[src/rtl/rxdv_pkg.sv]
`timescale 1ns/1ps
package rxdv_pkg;
  typedef enum logic {
    MEAS_PERIOD = 1'b0,
    MEAS_HIGH   = 1'b1
  } meas_mode_e;
endpackage

[src/rtl/rxdv_edge_sync.sv]
`timescale 1ns/1ps
// Synchronizes the sliced data and flags its edges one cycle after the last stage.
module rxdv_edge_sync #(
  parameter int STAGES = 2
) (
  input  logic clk,
  input  logic rst,
  input  logic din,
  output logic rise,
  output logic fall
);
  logic [STAGES:0] sh;

  always_ff @(posedge clk) begin
    if (rst) sh <= '0;
    else     sh <= {sh[STAGES-1:0], din};
  end

  assign rise =  sh[STAGES-1] & ~sh[STAGES];
  assign fall = ~sh[STAGES-1] &  sh[STAGES];
endmodule

[src/rtl/rxdv_settle_timer.sv]
`timescale 1ns/1ps
// Holds detection off until rx_en has been high for SETTLE_CYCLES cycles.
module rxdv_settle_timer #(
  parameter int SETTLE_CYCLES = 49562
) (
  input  logic clk,
  input  logic rst,
  input  logic rx_en,
  output logic armed
);
  localparam int SW = $clog2(SETTLE_CYCLES + 1);
  logic [SW-1:0] cnt;

  always_ff @(posedge clk) begin
    if (rst || !rx_en) begin
      cnt   <= '0;
      armed <= 1'b0;
    end else if (!armed) begin
      if (cnt == SW'(SETTLE_CYCLES - 1)) armed <= 1'b1;
      cnt <= cnt + 1'b1;
    end
  end
endmodule

[src/rtl/rxdv_window_counter.sv]
`timescale 1ns/1ps
// Counts clock cycles between data edges and strobes done with the count.
module rxdv_window_counter
  import rxdv_pkg::*;
#(
  parameter int CNT_W = 16
) (
  input  logic             clk,
  input  logic             rst,
  input  logic             armed,
  input  meas_mode_e       mode,
  input  logic             rise,
  input  logic             fall,
  output logic             done,
  output logic [CNT_W-1:0] meas
);
  logic [CNT_W-1:0] wcnt;
  logic             running;

  always_ff @(posedge clk) begin
    if (rst || !armed) begin
      wcnt    <= '0;
      running <= 1'b0;
      done    <= 1'b0;
      meas    <= '0;
    end else begin
      done <= 1'b0;
      if (running && (wcnt != '1)) wcnt <= wcnt + 1'b1;
      if (mode == MEAS_PERIOD) begin
        if (rise) begin
          if (running) begin
            done <= 1'b1;
            meas <= wcnt;
          end
          running <= 1'b1;
          wcnt    <= CNT_W'(1);
        end
      end else begin
        if (rise) begin
          running <= 1'b1;
          wcnt    <= CNT_W'(1);
        end else if (fall && running) begin
          done    <= 1'b1;
          meas    <= wcnt;
          running <= 1'b0;
        end
      end
    end
  end
endmodule

[src/rtl/rxdv_rssi_gate.sv]
`timescale 1ns/1ps
// Registered strength compare; an all-ones threshold bypasses the test.
module rxdv_rssi_gate #(
  parameter int RSSI_W = 6
) (
  input  logic              clk,
  input  logic              rst,
  input  logic              sel,
  input  logic [RSSI_W-1:0] rssi_code,
  input  logic [RSSI_W-1:0] vcc_code,
  input  logic [RSSI_W-1:0] thr,
  output logic              pass
);
  logic [RSSI_W-1:0] level;
  assign level = sel ? vcc_code : rssi_code;

  always_ff @(posedge clk) begin
    if (rst) pass <= 1'b0;
    else     pass <= (thr == {RSSI_W{1'b1}}) || (level > thr);
  end
endmodule

[src/rtl/rxdv_wake_pulse.sv]
`timescale 1ns/1ps
// Drives an active-low pulse of PULSE_CYCLES cycles from a start strobe.
module rxdv_wake_pulse #(
  parameter int PULSE_CYCLES = 286
) (
  input  logic clk,
  input  logic rst,
  input  logic clr,
  input  logic start,
  output logic wake_n
);
  localparam int PW = $clog2(PULSE_CYCLES + 1);
  logic [PW-1:0] pcnt;

  always_ff @(posedge clk) begin
    if (rst || clr) begin
      pcnt   <= '0;
      wake_n <= 1'b1;
    end else if (start) begin
      pcnt   <= PW'(PULSE_CYCLES - 1);
      wake_n <= 1'b0;
    end else if (pcnt != '0) begin
      pcnt <= pcnt - 1'b1;
    end else begin
      wake_n <= 1'b1;
    end
  end
endmodule

[src/rtl/rxdv_top.sv]
`timescale 1ns/1ps
module rxdv_top
  import rxdv_pkg::*;
#(
  parameter int CNT_W         = 16,
  parameter int RSSI_W        = 6,
  parameter int SYNC_STAGES   = 2,
  parameter int SETTLE_CYCLES = 49562,
  parameter int PULSE_CYCLES  = 286
) (
  input  logic              clk,
  input  logic              rst,
  input  logic              rx_en,
  input  logic              data_in,
  input  logic              meas_high,
  input  logic [CNT_W-1:0]  win_lo,
  input  logic [CNT_W-1:0]  win_hi,
  input  logic [RSSI_W-1:0] rssi_code,
  input  logic [RSSI_W-1:0] vcc_code,
  input  logic              thr_sel,
  input  logic [RSSI_W-1:0] rssi_thr,
  output logic              data_valid,
  output logic              wake_n
);
  logic             rise, fall, armed, win_done, rssi_pass, in_window, set_evt;
  logic [CNT_W-1:0] win_meas;
  meas_mode_e       mode;

  assign mode = meas_mode_e'(meas_high);

  rxdv_edge_sync #(.STAGES(SYNC_STAGES)) u_sync (
    .clk(clk), .rst(rst), .din(data_in), .rise(rise), .fall(fall)
  );

  rxdv_settle_timer #(.SETTLE_CYCLES(SETTLE_CYCLES)) u_settle (
    .clk(clk), .rst(rst), .rx_en(rx_en), .armed(armed)
  );

  rxdv_window_counter #(.CNT_W(CNT_W)) u_win (
    .clk(clk), .rst(rst), .armed(armed), .mode(mode),
    .rise(rise), .fall(fall), .done(win_done), .meas(win_meas)
  );

  rxdv_rssi_gate #(.RSSI_W(RSSI_W)) u_rssi (
    .clk(clk), .rst(rst), .sel(thr_sel), .rssi_code(rssi_code),
    .vcc_code(vcc_code), .thr(rssi_thr), .pass(rssi_pass)
  );

  assign in_window = (win_meas >= win_lo) && (win_meas <= win_hi);
  assign set_evt   = rx_en && win_done && in_window && rssi_pass && !data_valid;

  always_ff @(posedge clk) begin
    if (rst || !rx_en)  data_valid <= 1'b0;
    else if (win_done)  data_valid <= in_window && rssi_pass;
  end

  rxdv_wake_pulse #(.PULSE_CYCLES(PULSE_CYCLES)) u_wake (
    .clk(clk), .rst(rst), .clr(!rx_en), .start(set_evt), .wake_n(wake_n)
  );
endmodule

[config.mk]
export PLATFORM = sky130hd
export DESIGN_NAME = rxdv_top
export DESIGN_NICKNAME = d
export VERILOG_FILES = /design/src/rtl/rxdv_pkg.sv /design/src/rtl/rxdv_edge_sync.sv /design/src/rtl/rxdv_settle_timer.sv /design/src/rtl/rxdv_window_counter.sv /design/src/rtl/rxdv_rssi_gate.sv /design/src/rtl/rxdv_wake_pulse.sv /design/src/rtl/rxdv_top.sv
export SDC_FILE = /design/constraint.sdc
export NUM_CORES = 1
export LEC_CHECK = 0
export ABC_AREA = 1
export ABC_CLOCK_PERIOD_IN_PS = 5170
export BUFFER_PORTS_ARGS = -buffer_cell sky130_fd_sc_hd__buf_2
export CAP_MARGIN = 0
export CORE_UTILIZATION = 40
export DETAILED_ROUTE_END_ITERATION = 8
export PLACE_DENSITY_LB_ADDON = 0.05
export SYNTH_ARGS = -nofsm -noshare
export SYNTH_HDL_FRONTEND = slang
export SYNTH_SLANG_ARGS = --single-unit
[constraint.sdc]
create_clock -name clk -period 5.17 [get_ports clk]
set_input_delay 0.7755 -clock clk [delete_from_list [all_inputs] [get_ports clk]]
set_output_delay 0.7755 -clock clk [all_outputs]
set_load 0.005 [all_outputs]
# Yosys cells after proc, flatten, opt, wreduce, memory -nomap -nowiden
# Cells that the tools add are included.
# totals
register_bits,66
in_bits,56
output_inout_bits,2
word_cells,75
# op_classes
n_addsub,3
order_cmp,3
n_eq_ne,5
muxes,23
n_bitwise,4
reduce_logical,24
# ops
cell,count
2-to-1 mux 16 bit,5
adder 16 x 1 -> 16 bit (second input constant),2
2-to-1 mux 9 bit,2
equality test 16 bit (second input constant),1
>= comparator 16 bit,1
<= comparator 16 bit,1
inequality test 16 bit (second input constant),1
2-to-1 mux 1 bit,15
nonzero test 2 bit,5
nonzero test 9 bit,1
subtractor 9 x 1 -> 9 bit (second input constant),1
logical AND 1 bit,8
equality test 6 bit (second input constant),1
> comparator 6 bit,1
2-to-1 mux 6 bit,1
inequality test 2 bit (second input constant),2
AND reduction 4 bit,1
OR reduction 2 bit,2
logical NOT 1 bit,3
logical OR 1 bit,3
AND 1 bit,2
inverter 1 bit,2
AND reduction 2 bit,1

# Longest topological paths before layout
# Gate-level depths: netlist (run 1).
# depth
ltp_word,6
ltp_mapped,15
mapped_depth_nobuf,15

# By module
# A second synthesis (run 1) with hierarchy kept.
# unflattened
cells_unflattened,637
hier_area_um2,4349.2
# modules_own_cells
module,n_inst,cells_each,area_each_um2,seq_area_each_um2
rxdv_window_counter,1,221,1606.5,680.7
rxdv_top,1,150,924.6,20.0
rxdv_settle_timer,1,137,923.4,340.3
rxdv_wake_pulse,1,77,523.0,200.2
rxdv_rssi_gate,1,40,277.8,20.0
rxdv_edge_sync,1,12,93.8,60.1

# Worst setup path before layout (run 1)
# No wires, ideal clock.
# synth_timing
path_kind,in2reg
start,input port thr_sel
end,register u_rssi.pass
arrival_time_ns,2.217
path_slack_ns,2.831
cell_stages,11
path_buffers,1
path_cell_list,clkbuf_1 -> mux2_2 -> ha_1 -> inv_1 -> nor2_1 -> o21ai_0 -> a21oi_1 -> o21ai_0 -> nand2_1 -> o21ai_0 -> a21oi_1
# synth_between
elab_chain_len,3
# synth_lines
element,line_no,text
start: declaration,rxdv_top.sv:20,"input logic thr_sel,"
2-to-1 mux 6 bit,rxdv_rssi_gate.sv:15,assign level = sel ? vcc_code : rssi_code;
> comparator 6 bit,rxdv_rssi_gate.sv:19,else pass <= (thr == {RSSI_W{1'b1}}) || (level > thr);
logical OR 1 bit,rxdv_rssi_gate.sv:19,
end signal: assignment,rxdv_rssi_gate.sv:19,
end: declaration,rxdv_rssi_gate.sv:12,output logic pass
# Every way passes these cells.
# A chain may end at the register's enable or synchronous reset.

# Worst setup path in the final report (run 1)
# layout_timing
start,input port rst
end,register u_settle.cnt[9]
# layout_between
elab_chain_len,1
# layout_lines
element,line_no,text
start: declaration,rxdv_top.sv:12,"input logic rst,"
logical OR 1 bit,rxdv_settle_timer.sv:15,if (rst || !rx_en) begin
end signal: assignment,rxdv_settle_timer.sv:20,cnt <= cnt + 1'b1;
end: declaration,rxdv_settle_timer.sv:12,logic [SW-1:0] cnt;
# Every way passes these cells.

==> results of run 1 <==
-- area by class of cell --
type	count	area (um^2)
tap	133	166
multi-input combinational	387	2240
sequential	66	1320
fill	1037	5100
inverter	104	392
timing repair buffer	57	285
clock inverter	7	104
clock buffer	9	124
-- final timing paths --
| check | to | slack (ns) | depth (start not counted) |
|---|---|---|---|
| setup / recovery | u_settle.cnt[9]$_SDFFE_PP0N_ | 3.13 | 5 |
| hold / removal | u_sync.sh[1]$_SDFF_PP0_ | 0.40 | 2 |
| setup reg to reg | u_win.meas[0]$_SDFFE_PP0P_ | 3.20 | 7 |
| hold reg to reg | u_sync.sh[1]$_SDFF_PP0_ | 0.40 | 2 |
-- per-layer routing --
metal / GRT usage [%] / share of wire, % / up-vias
met5: 0 / 0 / -
met4: 6.37 / 1.4 / 0
met3: 3.49 / 4.5 / 10
met2: 26.9 / 41 / 69
li1: - / - / 1942
met1: 23.1 / 53 / 1509
-- cell usage after synthesis, drive strengths merged --
| cell | count | share of area, % |
|---|---|---|
| or2 | 1 | 0.16 |
| nand2 | 109 | 11 |
| mux2 | 5 | 1.4 |
| o21ai | 39 | 4.9 |
| xnor2 | 6 | 1.3 |
| o21a | 2 | 0.38 |
| buf | 3 | 0.53 |
| inv | 101 | 9.5 |
| dfxtp | 66 | 33 |
| nor2 | 64 | 7.1 |
| nor3b | 1 | 0.31 |
| nor3 | 18 | 2.8 |
| and3 | 1 | 0.16 |
| nand3b | 4 | 0.85 |
| a21oi | 60 | 7.5 |
| o21bai | 1 | 0.19 |
| nand4 | 10 | 1.6 |
| mux2i | 1 | 0.25 |
| clkbuf | 5 | 0.47 |
| xor2 | 5 | 1.1 |
| ha | 42 | 13 |
| nand3 | 16 | 2.1 |
| nor4 | 2 | 0.31 |
| clkinv | 3 | 0.31 |
-- power breakdown --
part	internal [mW]	total (mW)	leakage, nW	switching (mW)
Clock	0.275	0.484	0.114	0.208
Sequential	0.530	0.546	0.533	0.0162
Combinational	0.112	0.266	1.53	0.154
Total	0.917	1.30	2.18	0.378
-- worst max-delay path: cells and delay by family --
family | cells | cell delay (ns)
compound gates | 2 | 0.34
buf+inv | 2 | 0.55
simple gates | 1 | 0.66
-- stage by stage --
| step | instance area [um^2] | setup WS [ns] | cells | utilization, % |
|---|---|---|---|---|
| floorplan | 3990 | 2.83 | 565 | - |
| global placement | 4400 | 2.79 | 747 | 45.3 |
| detailed placement | 4400 | 2.75 | 747 | 45.3 |
| finish | 4630 | 3.13 | 763 | 47.6 |
| global route | 4630 | 2.89 | 763 | 47.6 |
| CTS | 4630 | 3.11 | 763 | 47.6 |
-- state kept, by name (all words and copies together) (netlist names), 3 cells and up --
signal	count
u_settle.cnt	16
u_win.meas	16
u_win.wcnt	16
u_wake.pcnt	9
u_sync.sh	3
-- cell families (layout without fill, tap and decap cells) --
| logic type | count (synthesis) | count (layout) | synth area share (%) |
|---|---|---|---|
| DFF | 66 | 66 | 33.1 |
| muxes | 6 | 6 | 1.66 |
| xor gates and xnor gates | 11 | 11 | 2.41 |
| AOI/OAI and AO/OA | 102 | 102 | 13.0 |
| and+or+nand+nor | 226 | 226 | 25.9 |
| buffers and inverters | 112 | 177 | 10.8 |
| adders and majority gates | 42 | 42 | 13.2 |
==> flow_summary.toml, run 1 <==
[outcome]
status = "finished, final reports clean"

[detailed_routing]
drt-total-wl_um = 8190
viasPerCell = 4.63
first_iter_violations = 106
wire_per_inst_um = 10.7
vias = 3530
detail-route-antenna-nets = 0
drc = 0
drt_first_pass_iters = 4

[power_and_ir_drop]
p_leak_nw = 2.18
vdd_drop_max_v = 0.000179
power_density_nw_per_um2 = 280
p_total_mw = 1.30

[timing]
holdWs_ns = 0.402
finalCritPeriodShare_pct = 39.5
drv_slew = 0
clock-skew-final_ns = 0.0138
rsz0062_at_grt = "false"
finalHoldViolations = 0
tightest_slew_ns = 0.839
max_freq_mhz = 490
setup_tns_ns = 0
finalSetupViolCount = 0
slew_headroom_pct = 43.9
fin_crit_ns = 2.04

[floorplan]
rows = 36
die_w_um = 102
io_pins = 58
design.die.area_um2 = 10400
die_h_um = 102
placeableCoreArea_um2 = 9730
initial_core_util_pct = 41.0

[critical_path]
start_kind = "primary input"
crit_path_start = "rst"
crit_path_top_delay_cell = "nor2_1"
path_max_fanout = 14
crit-reg2reg-launch = "u_sync.sh[1]$_SDFF_PP0_"
crit_type = "primary input to flop"
cpPeakStageDelay_ns = 0.66
required_ns = 5.46
crit_chain = "buf_2, nor2_1, inv_1, a21oi_1, o21a_1"
end_kind = "flop"
cp.arrival_ns = 2.34

[clock_network]
post-cts-setup-buffer-count = 0
cts.repair.resized = 0
cts_buffers = 9
cts_tree = "done"
path_clk_slew_ns = 0.08
clockRootBuffer = "clkbuf_8"
htree_levels = 3
clk_latency_ns = 0.34
cts.path.max_buffers = 2
hold_buffers = 0
cts_sinks = 66

[synthesis]
yosysWarnings = 0
synthesis.area_um2 = 3990
synth_seq_cells = 66
synth_fp_nets = 663
synth.distinct_cells = 34
syn-instance-count = 565
syn_avg_cell_area_um2 = 7.07
seq_area_frac_synth_pct = 33.1

[global_routing]
grt_pass1_vias = 3283
grt-ovfl-total = 0
grt_max_degree = 26
grt_usage_pct = 17.1
grt_first_pass_wirelength_um = 14000
antenna_found_initial = 0

[cells_and_area]
syn2layout_area_growth_pct = 16.0
mostFrequentLayoutCells = "104 x nand2_1, 96 x inv_1, 66 x dfxtp_1"
diodes = 0
post_route_cells_drive_above_1_share_pct = 16.7
final_nets = 723
mostFrequentLayoutCell = "nand2_1"

[worst_hold_path]
hp-start = "u_sync.sh[0]$_SDFF_PP0_"
worstHoldPathType = "flop to flop"

[flow_run]
drv_cap = 0

[placement]
gp_congestion = 0.834
hpwl_um = 6620
portBuffers = 57
(Power assumes the default switching activity.)
==> run 2, diff against run 1 <==
Settings changed: ABC_AREA 1 to 0, ABC_CLOCK_PERIOD_IN_PS 5170 to 1900.
Clock period 5.17 ns to 1.9 ns, I/O delays scaled along.
==> run 2 against run 1 <==
Net effect:
- global-route usage is 1.8 points higher
- clock power grew to 2.5 times the previous value
- final cell count is 16% lower
- synthesized cell count is 21% lower
- sequential power grew to 2.8 times the previous value
- power grew to 3.0 times the previous value
- synthesized area is 6.5% lower
- clock-buffer cell count is 2 higher
- largest power group unchanged
==> flow_summary.toml, run 2 <==
[cells_and_area]
largestRegisters = "u_settle.cnt: 16 flops, u_win.meas: 16 flops, u_win.wcnt: 16 flops"
syn2layout_area_growth_pct = 28.1
final_nets = 627
mostFrequentLayoutCell = "nor2_1"
post_route_cells_drive_above_1_share_pct = 28.1
layout.cells.non_filler = 642
fillers = 862
diodes = 0
mostFrequentLayoutCells = "62 x nor2_1, 57 x buf_2, 56 x dfxtp_1"
final_util_pct = 53.8

[timing]
finalHoldViolations = 0
slew_headroom_pct = 57.9
clock-skew-final_ns = 0.0167
rsz0062_at_grt = "true"
max_freq_mhz = 532
finalSetupViolCount = 0
drv_slew = 0
tightest_slew_ns = 0.632
fin_crit_ns = 1.88
finalCritPeriodShare_pct = 98.9

[global_routing]
use_met2_pct = 29.0
grt_usage_pct = 18.9
grt.busiest_layer = "met2"
grt_first_pass_wirelength_um = 14600
antenna_found_initial = 0
grt_pass1_vias = 3190
grt-ovfl-total = 0
met1_usage_pct = 25.6
grt_max_degree = 25
met3_usage_pct = 4.11

[outcome]
status = "finished, final reports clean"

[synthesis]
synth_edf_count = 0
synth_ff_type = "dfxtp_1"
ys_top_cells_by_area = "dfxtp_1 35%, ha_1 14%, nor2_1 6.2%"
syn-instance-count = 444
seq_area_frac_synth_pct = 35.4
synth_seq_cells = 66
async_flop_share_pct = 0
synth_top_area_share_pct = 35.4
yosysMostFrequentCell = "dfxtp_1"
synth_fp_nets = 542
yosys.area.top_type = "dfxtp_1"
synth_common_cells = "66 x dfxtp_1, 62 x nor2_1, 47 x inv_1, 42 x ha_1, 34 x a21oi_1"
yosysWarnings = 0
syn_avg_cell_area_um2 = 8.41
synth.distinct_cells = 44
synthesis.area_um2 = 3730

[clock_network]
hold_buffers = 0
cts.path.max_buffers = 2
clockRootBuffer = "clkbuf_8"
path_clk_slew_ns = 0.09
cts_tree = "done"
cts_sinks = 66
htree_levels = 3
cts_buffers = 9
clk_latency_ns = 0.35

[critical_path]
rrSetupSlack_ns = 0.02
required_ns = 2.18
reg2reg_to = "u_wake.pcnt[2]$_SDFFE_PP0P_"
critical-path-top-delay-family = "simple AND/OR/NAND/NOR gates"
path_max_fanout = 5
crit_chain = "ha_4, nand4_1, nor4_2, buf_4, nor3_4, o31ai_4, nand3b_1, buf_6, a21oi_2"
crit_path_top_delay_cell = "dfxtp_4"
end_kind = "flop"
path_buf_inv = 2
cp.arrival_ns = 2.16
crit_type = "flop to flop"
start_kind = "flop"
cpPeakStageDelay_ns = 0.38
crit-reg2reg-launch = "u_win.meas[10]$_SDFFE_PP0P_"
reg2reg_depth = 9

[power_and_ir_drop]
p_leak_nw = 2.09
vdd_drop_max_v = 0.000342
power_density_nw_per_um2 = 814

[floorplan]
io_pins = 58
die_h_um = 98.6
placeableCoreArea_um2 = 8890
die_w_um = 98.6
initial_core_util_pct = 42.0
design.die.area_um2 = 9720
rows = 34

[detailed_routing]
wire_per_inst_um = 13.0
vias = 3247
first_iter_violations = 103
drt-total-wl_um = 8350
drc = 0
drt_first_pass_iters = 4
detail-route-antenna-nets = 0
viasPerCell = 5.06

[placement]
gp_congestion = 0.776
hpwl_um = 6440
portBuffers = 57
place_inst = 621

[worst_hold_path]
holdPathEnd = "u_sync.sh[0]$_SDFF_PP0_"
whs_path_depth = 2
worstHoldPathType = "primary input to flop"
hp-start = "data_in"

[flow_run]
drv_cap = 0
-- run 2: cell types whose count changed after synthesis, sizes merged, moves of 11 or more --
| cell | delta |
|---|---|
| nand2 | -86 |
| inv | -54 |
| mux2i | +14 |
| o21ai | -22 |
| xnor2 | +11 |
| a21oi | -26 |
| nor3 | -12 |
-- run 2: cell type report --
cell class	instances	area (um^2)	area share, %
repair buffers	84	492	10.3
flip-flops and latches	66	1340	28.0
well taps	108	135	2.83
clock buffers	11	141	2.96
multi-input cells	321	2440	51.0
inverters	47	176	3.69
clock inverters	5	62.6	1.31
-- run 2: cells by family (layout without fill, tap and decap cells) --
family	count (synthesis)	in the layout	synth area share [%]
DFF	66	66	35.4
adders and majority gates	42	42	14.1
muxes	20	20	5.53
and+or+nand+nor	163	163	22.0
AOI/OAI and AO/OA	67	67	10.4
buffers and inverters	57	147	5.80
xor gates and xnor gates	29	29	6.81
-- run 2: routing by layer --
layer / share of wire (%) / wire length, um
met5: 0 / 0
met4: 1.5 / 127
met3: 4.3 / 363
met2: 44 / 3640
met1: 50 / 4220
-- run 2: power by group --
| group | switching [mW] | internal, mW | total (mW) |
|---|---|---|---|
| clock network | 0.567 | 0.649 | 1.22 |
| registers | 0.0821 | 1.47 | 1.55 |
| logic | 0.556 | 0.564 | 1.12 |
| total | 1.21 | 2.69 | 3.89 |
-- run 2: per-stage QoR --
step | cell area, um^2 | power [mW] | setup slack [ns] | hold slack, ns | setup TNS (ns)
detailed placement | 4280 | 2.65 | -0.160 | 0.434 | -1.32
CTS | 4520 | 3.88 | 0.00267 | 0.139 | 0
global route | 4780 | 4.17 | -0.0757 | 0.148 | -0.559
global placement | 4280 | 2.68 | -0.0754 | 0.440 | -0.667
floorplan | 3740 | 2.32 | 0.0189 | 0.357 | 0
finish | 4780 | 3.89 | 0.0211 | 0.149 | 0
-- run 2: worst max-delay path by stage --
stage / cells after the start / to / start / slack, ns
2_1_floorplan: 9 / u_rssi.pass$_SDFF_PP0_ / thr_sel / 0.02
3_3_place_gp: 9 / u_rssi.pass$_SDFF_PP0_ / thr_sel / -0.08
3_5_place_dp: 10 / u_wake.wake_n$_SDFFE_PP1P_ / win_hi[13] / -0.16
4_1_cts: 8 / u_wake.pcnt[3]$_SDFFE_PP0P_ / u_win.meas[14]$_SDFFE_PP0P_ / 0.003
5_1_grt: 9 / u_wake.pcnt[2]$_SDFFE_PP0P_ / u_win.meas[10]$_SDFFE_PP0P_ / -0.08
6_report: 9 / u_wake.pcnt[2]$_SDFFE_PP0P_ / u_win.meas[10]$_SDFFE_PP0P_ / 0.02
-- run 2: timing repair --
item / in CTS / in global routing
pin swaps: 6 / 19
resized for setup: 7 / 43
buffers inserted: 1 / 4
setup endpoints to repair: 11 / 18
endpoints found under the hold margin: 0 / 0
